[src/rtl/rrb_renamer.sv]
module rrb_renamer #(
  parameter int GR_REGS  = 128,
  parameter int FR_REGS  = 128,
  parameter int PR_REGS  = 64,
  parameter int GR_START = 32,
  parameter int FR_START = 32,
  parameter int PR_START = 16
) (
  input  logic                 clk,
  input  logic                 rst_n,
  input  logic [1:0]           cls_sel,
  input  logic [$clog2((GR_REGS > FR_REGS ? (GR_REGS > PR_REGS ? GR_REGS : PR_REGS)
                       : (FR_REGS > PR_REGS ? FR_REGS : PR_REGS)))-1:0] vreg,
  input  logic [$clog2((GR_REGS > FR_REGS ? (GR_REGS > PR_REGS ? GR_REGS : PR_REGS)
                       : (FR_REGS > PR_REGS ? FR_REGS : PR_REGS)))-1:0] gr_rot_size,
  input  logic                 rrb_dec,
  input  logic                 rrb_clr,
  output logic [$clog2((GR_REGS > FR_REGS ? (GR_REGS > PR_REGS ? GR_REGS : PR_REGS)
                       : (FR_REGS > PR_REGS ? FR_REGS : PR_REGS)))-1:0] preg,
  output logic                 gr_size_bad
);
  localparam int MAXR = (GR_REGS > FR_REGS ? (GR_REGS > PR_REGS ? GR_REGS : PR_REGS)
                        : (FR_REGS > PR_REGS ? FR_REGS : PR_REGS));
  localparam int RW = $clog2(MAXR);
  localparam logic [RW:0] GS   = (RW+1)'(GR_START);
  localparam logic [RW:0] FS   = (RW+1)'(FR_START);
  localparam logic [RW:0] PS   = (RW+1)'(PR_START);
  localparam logic [RW:0] GMAX = (RW+1)'(GR_REGS - GR_START);
  localparam logic [RW:0] FSZ  = (RW+1)'(FR_REGS - FR_START);
  localparam logic [RW:0] PSZ  = (RW+1)'(PR_REGS - PR_START);

  localparam logic [1:0] CLS_GR = 2'd0;
  localparam logic [1:0] CLS_FR = 2'd1;
  localparam logic [1:0] CLS_PR = 2'd2;

  logic [RW-1:0] rrb_gr, rrb_fr, rrb_pr;
  logic [RW:0]   gr_sz;
  logic          gr_ok;

  assign gr_ok       = (gr_rot_size[2:0] == 3'b000) && ({1'b0, gr_rot_size} <= GMAX);
  assign gr_size_bad = !gr_ok;
  assign gr_sz       = gr_ok ? {1'b0, gr_rot_size} : '0;

  function automatic logic [RW-1:0] rot_map(input logic [RW-1:0] v, input logic [RW:0] start,
                                            input logic [RW:0] size, input logic [RW-1:0] base);
    logic [RW:0] off, sum;
    if (size != '0 && {1'b0, v} >= start && {1'b0, v} < start + size) begin
      off = {1'b0, v} - start;
      sum = off + {1'b0, base};
      if (sum >= size) sum = sum - size;
      rot_map = RW'(sum + start);
    end else begin
      rot_map = v;
    end
  endfunction

  always_comb begin
    case (cls_sel)
      CLS_GR:  preg = rot_map(vreg, GS, gr_sz, rrb_gr);
      CLS_FR:  preg = rot_map(vreg, FS, FSZ, rrb_fr);
      CLS_PR:  preg = rot_map(vreg, PS, PSZ, rrb_pr);
      default: preg = vreg;
    endcase
  end

  always_ff @(posedge clk) begin
    if (!rst_n || rrb_clr) begin
      rrb_gr <= '0;
      rrb_fr <= '0;
      rrb_pr <= '0;
    end else if (rrb_dec) begin
      if (gr_sz == '0)
        rrb_gr <= '0;
      else if (rrb_gr == '0 || {1'b0, rrb_gr} >= gr_sz)
        rrb_gr <= RW'(gr_sz - 1'b1);
      else
        rrb_gr <= rrb_gr - 1'b1;
      rrb_fr <= (rrb_fr == '0) ? RW'(FSZ - 1'b1) : rrb_fr - 1'b1;
      rrb_pr <= (rrb_pr == '0) ? RW'(PSZ - 1'b1) : rrb_pr - 1'b1;
    end
  end

  p_static_fr_r2: assert property (@(posedge clk) disable iff (!rst_n)
    (cls_sel == CLS_FR && {1'b0, vreg} < FS) |-> preg == vreg);
  p_fr_in_region_r3: assert property (@(posedge clk) disable iff (!rst_n)
    (cls_sel == CLS_FR && {1'b0, vreg} >= FS) |-> {1'b0, preg} >= FS);
  p_pr_in_region_r4: assert property (@(posedge clk) disable iff (!rst_n)
    (cls_sel == CLS_PR && {1'b0, vreg} >= PS && {1'b0, vreg} < PS + PSZ)
      |-> ({1'b0, preg} >= PS && {1'b0, preg} < PS + PSZ));
  p_base_bound_r6: assert property (@(posedge clk) disable iff (!rst_n)
    ({1'b0, rrb_fr} < FSZ) && ({1'b0, rrb_pr} < PSZ));
  p_clear_r7: assert property (@(posedge clk) disable iff (!rst_n)
    rrb_clr |=> (rrb_gr == '0 && rrb_fr == '0 && rrb_pr == '0));
  p_bad_size_r8: assert property (@(posedge clk) disable iff (!rst_n)
    (gr_size_bad && cls_sel == CLS_GR) |-> preg == vreg);
  p_reserved_r9: assert property (@(posedge clk) disable iff (!rst_n)
    (cls_sel == 2'd3) |-> preg == vreg);
  p_hold_r10: assert property (@(posedge clk) disable iff (!rst_n)
    (!rrb_dec && !rrb_clr) |=> ($stable(rrb_gr) && $stable(rrb_fr) && $stable(rrb_pr)));
endmodule

[config.mk]
export PLATFORM = sky130hd
export DESIGN_NAME = rrb_renamer
export DESIGN_NICKNAME = d
export VERILOG_FILES = /design/src/rtl/rrb_renamer.sv
export SDC_FILE = /design/constraint.sdc
export NUM_CORES = 1
export LEC_CHECK = 0
export BUFFER_PORTS_ARGS = -buffer_cell sky130_fd_sc_hd__buf_2
export CORE_ASPECT_RATIO = 1.5
export CORE_UTILIZATION = 60
export DETAILED_ROUTE_END_ITERATION = 10
export PLACE_DENSITY = 0.8
export SKIP_CTS_REPAIR_TIMING = 1
export SYNTH_ARGS = -nofsm -noshare
export SYNTH_HDL_FRONTEND = slang
export SYNTH_SLANG_ARGS = --single-unit
[constraint.sdc]
create_clock -name clk -period 5.57 [get_ports clk]
set_input_delay 0.8355 -clock clk [delete_from_list [all_inputs] [get_ports clk]]
set_output_delay 0.8355 -clock clk [all_outputs]
set_load 0.02 [all_outputs]
# After elaboration in Yosys (flattened, before gate mapping)

Cells that the tools add are included.

$add $sub $neg: 16
Order comparisons: 9
Equality and inequality tests: 2
Muxes and demuxes: 18
Reduce and logical (&&, ||, !) cells: 15

Operators by type and width:

| kind                | number |
|---|---|
| $mux 7              | 17 |
| $sub 7x1->7 const B | 4 |
| $add 8x7->8         | 3 |
| $logic_not 7->1     | 3 |
| $pmux 7 s3          | 1 |
| $add 7x6->7 const B | 2 |
| $add 6x7->8 const A | 1 |
| $ge 8x6->1 const B  | 1 |
| $ge 8x7->1          | 1 |
| $ge 8x7->1 const B  | 1 |
| $logic_not 8->1     | 1 |
| $lt 7x8->1          | 1 |
| $reduce_bool 8->1   | 1 |
| $sub 7x5->8 const B | 1 |
| $sub 7x6->8 const B | 1 |
| $add 7x5->7 const B | 1 |
| $ge 7x5->1 const B  | 1 |
| $ge 7x6->1 const B  | 1 |
| $ge 7x7->1          | 1 |
| $le 7x7->1 const B  | 1 |
| $lt 7x7->1 const B  | 1 |
| $sub 7x6->7 const B | 1 |
| $sub 7x7->7         | 1 |
| $sub 7x7->7 const B | 1 |
| other kinds (7)     | 12 |

Register bits after elaboration: 21
Bits of input ports: 20

# Logic depth before layout (Yosys ltp)

Depth in word-level cells: 11
Mapped depth: 14

# Worst setup path after synthesis

No wires, ideal clock.

Kind: input -> output
Start: input vreg[5] (netlist name)
End: output preg[6] (netlist name)
Arrival: 4.286 ns
Data required time: 4.734 ns
Slack: 0.448 ns
Stages: 12
Path buffers: 0
Path through: inv_1 ha_1 or3b_2 o221ai_1 or3b_2 ha_1 or2_2 o311a_2 a2111oi_4 or3b_1 a31oi_1 o31ai_1

RTL lines:

| element            | line | source |
|---|---|---|
| start: declaration | 13   | `: (FR_REGS > PR_REGS ? FR_REGS : PR_REGS)))-1:0] vreg,` |
| end: declaration   | 19   | `: (FR_REGS > PR_REGS ? FR_REGS : PR_REGS)))-1:0] preg,` |

==> impl_metrics.yaml <==
finish:
  fin_area_um2: 3780
  drive_above_1_share_pct: 11.16
  n_antenna_cell: 0
  nFillCells: 506
  layout_commonest_cell: "ha_1"
  finalNetCount: 565
  syn2layout_area_growth_pct: 7.280
  layout_common_cells: "ha_1 (56), inv_1 (37), nand2_1 (37)"
  fin_util_pct: 67.81
place:
  placed_area_um2: 3735
  hpwlAfterDp_um: 7252
  routabilityCongestion: 0.9434
  port_buffers: 27
min_path:
  hold_start: "rrb_fr[1]"
  min_path_type: "reg -> reg"
  hold_path_depth: 2
  min_to: "rrb_fr[1]"
timing:
  rsz0062_at_grt: "false"
  drv_slew: 0
  hold_viol: 0
  period_share_pct: 95.84
  tns_ns: 0
  fmax_mhz: 187.3
  fin_crit_ns: 5.338
  max-slew-margin-rel_pct: 52.02
  setup_viol: 0
  clock_skew_ns: 0.001153
  tightest_slew_ns: 0.7085
floorplan:
  num_rows: 33
  die_h_um: 95.85
  ioPinCount: 28
  die_area_um2: 6189
  fp.dieW_um: 64.57
  coreArea_um2: 5574
  initial_core_util_pct: 63.21
yosys:
  synth_edf_count: 0
  ys.flop_type: "dfxtp_1"
  async_reset_ff_share_pct: 0
  ys_types: 73
  syn_avg_cell_area_um2: 7.778
  yosys_warnings: 0
  yosys_register_bits: 21
  ys_seq_area_share_pct: 11.93
  synth_cells: 453
  netlist_area_um2: 3523
drt:
  drt_pre_antenna_iters: 4
  drtAntennaViolNets: 0
  routed-via-count: 3447
  viasPerCell: 6.222
  wl_um: 8914
  wire_per_inst_um: 16.09
  drc: 0
  drt_first_iter_violations: 132
power_and_ir_drop:
  total_power_mw: 0.6363
  p_per_area_nw_per_um2: 168.3
  leakage_nw: 1.703
  vdd_drop_max_mv: 0.06977
clock_tree:
  cts_tree: "yes"
  cts_buffers: 3
  clkLatencyLatePin_ns: 0.26
  htreeDepth: 1
  clockRootBuffer: "clkbuf_8"
  clk_pin_slew_worst_paths_ns: 0.07
  ctsLongestPathBuffers: 2
  cts_sinks: 21
setup_path:
  r2r-start: "rrb_gr[0]"
  cpLargestDelayFamily: "simple AND/OR/NAND/NOR gates"
  criticalPathCategory: "in -> out"
  worstPathMaxFanout: 10
  cp-end-kind: "primary output"
  cp-start-kind: "input pin"
  arrival_ns: 4.50
  critical_path.cell_chain: "buf_2, inv_1, ha_1, or3b_2, o221ai_1, or3b_2, ha_1, or2_2, o311a_2, a2111oi_4, buf_4, or3b_1, a31oi_1, o31ai_1, buf_2"
  path_depth: 15
  reg2regPathDepth: 7
  r2r-end: "rrb_gr[5]"
  r2r_slack_ns: 3.18
  cp.required_ns: 4.73
  slowest_stage: "or3b_2"
  worstPathBufferInverterCount: 4
  slowest_delay_ns: 0.54
outcome:
  status: "completed"
global_route:
  antenna_found_initial: 0
  grt_pass1_wl_um: 14770
  grt_max_degree: 24
  grt_pass1_vias: 3353
  overflow: 0
  grt_usage_pct: 30.03
run:
  cap_violations: 0
## Yosys cell counts, types with 3 or more instances
| cell type | count | area, um^2 |
|---|---|---|
| ha_1 | 56 | 700.7 |
| inv_1 | 37 | 138.9 |
| nand2_1 | 37 | 138.9 |
| nor2_1 | 33 | 123.9 |
| o21ai_0 | 26 | 130.1 |
| a21oi_1 | 23 | 115.1 |
| dfxtp_1 | 21 | 420.4 |
| xnor2_1 | 16 | 140.1 |
| a211oi_1 | 13 | 97.59 |
| nor2b_1 | 13 | 81.33 |
| nor3_1 | 11 | 55.05 |
| nand2b_1 | 10 | 62.56 |
| mux2i_1 | 9 | 90.09 |
| xor2_1 | 7 | 61.31 |
| a21o_1 | 6 | 45.04 |
| and3_1 | 6 | 37.54 |
| o21a_1 | 6 | 45.04 |
| a31oi_1 | 5 | 31.28 |
| clkbuf_1 | 5 | 18.77 |
| o211ai_1 | 5 | 37.54 |
| o21ai_1 | 5 | 25.02 |
| or3_1 | 5 | 31.28 |
| fa_1 | 4 | 80.08 |
| nand3_1 | 4 | 20.02 |
| nor3b_1 | 4 | 30.03 |
| o221ai_1 | 4 | 35.03 |
| o31a_1 | 4 | 35.03 |
| o31ai_1 | 4 | 30.03 |
| a221oi_1 | 3 | 26.28 |
| a22oi_1 | 3 | 22.52 |
| and3b_1 | 3 | 26.28 |
| mux2_2 | 3 | 33.78 |
| nand4_1 | 3 | 18.77 |
| o311ai_0 | 3 | 26.28 |
| o31a_2 | 3 | 30.03 |
| or3b_2 | 3 | 26.28 |
| or4_1 | 3 | 22.52 |
## routing by layer
| metal | vias to the layer above | global-route usage, % | wire, um |
|---|---|---|---|
| met1 | 1615 | 32.43 | 3587 |
| met3 | 26 | 1.896 | 231 |
| li1 | 1729 | - | - |
| met4 | 0 | 10.56 | 281 |
| met2 | 77 | 60.09 | 4814 |
| met5 | - | 0 | 0 |
## state kept, by name, summed over array words and instances (netlist names)
name and cells:
rrb_pr 7, rrb_fr 7, rrb_gr 7
## layout make-up
cell class / count / area, um^2 / share of cell area (%)
well taps: 70 / 87.58 / 2.317
inverters: 38 / 142.6 / 3.774
flip-flops and latches: 21 / 420.4 / 11.12
repair buffers: 30 / 157.7 / 4.171
clock buffers: 4 / 45.04 / 1.192
multi-input cells: 391 / 2927 / 77.42
## stage by stage
| stage | instances | setup WS [ns] | hold slack, ns |
|---|---|---|---|
| 2_1_floorplan | 460 | 0.4482 | 0.4466 |
| 3_3_place_gp | 550 | 0.3533 | 0.5065 |
| 3_5_place_dp | 550 | 0.2733 | 0.5165 |
| 4_1_cts | 554 | 0.2590 | 0.5267 |
| 5_1_grt | 554 | 0.03948 | 0.5612 |
| 6_report | 554 | 0.2315 | 0.5230 |
## cells by family after synthesis
family / synth area share [%]
simple gates: 22.41
compound gates: 27.88
fa+ha+maj: 22.16
buf+inv: 5.752
xor+xnor: 5.717
flops: 11.93
mux: 3.942
other cells: 0.2131
## worst max path at each step
stage | to | start
after floorplan | preg[6] | vreg[5]
after global placement | preg[1] | vreg[5]
after detailed placement | preg[6] | vreg[5]
after CTS | preg[6] | vreg[5]
after global routing | preg[6] | vreg[5]
final | preg[6] | vreg[5]
## where the power goes
group / leakage (nW) / total, mW / switching (mW) / internal (mW)
registers: 0.171 / 0.169 / 0.0105 / 0.158
logic: 1.51 / 0.369 / 0.208 / 0.161
clock network: 0.0228 / 0.0983 / 0.0474 / 0.0509
total: 1.70 / 0.636 / 0.266 / 0.370
## worst min-delay path, delay by kind of cell (launching register included)
family | cells | cell delay (ns)
AO/OA/AOI/OAI | 1 | 0.05
flip-flops | 1 | 0.34
AND/OR/NAND/NOR | 1 | 0.10
No activity file was read; power rests on OpenSTA's default activity.
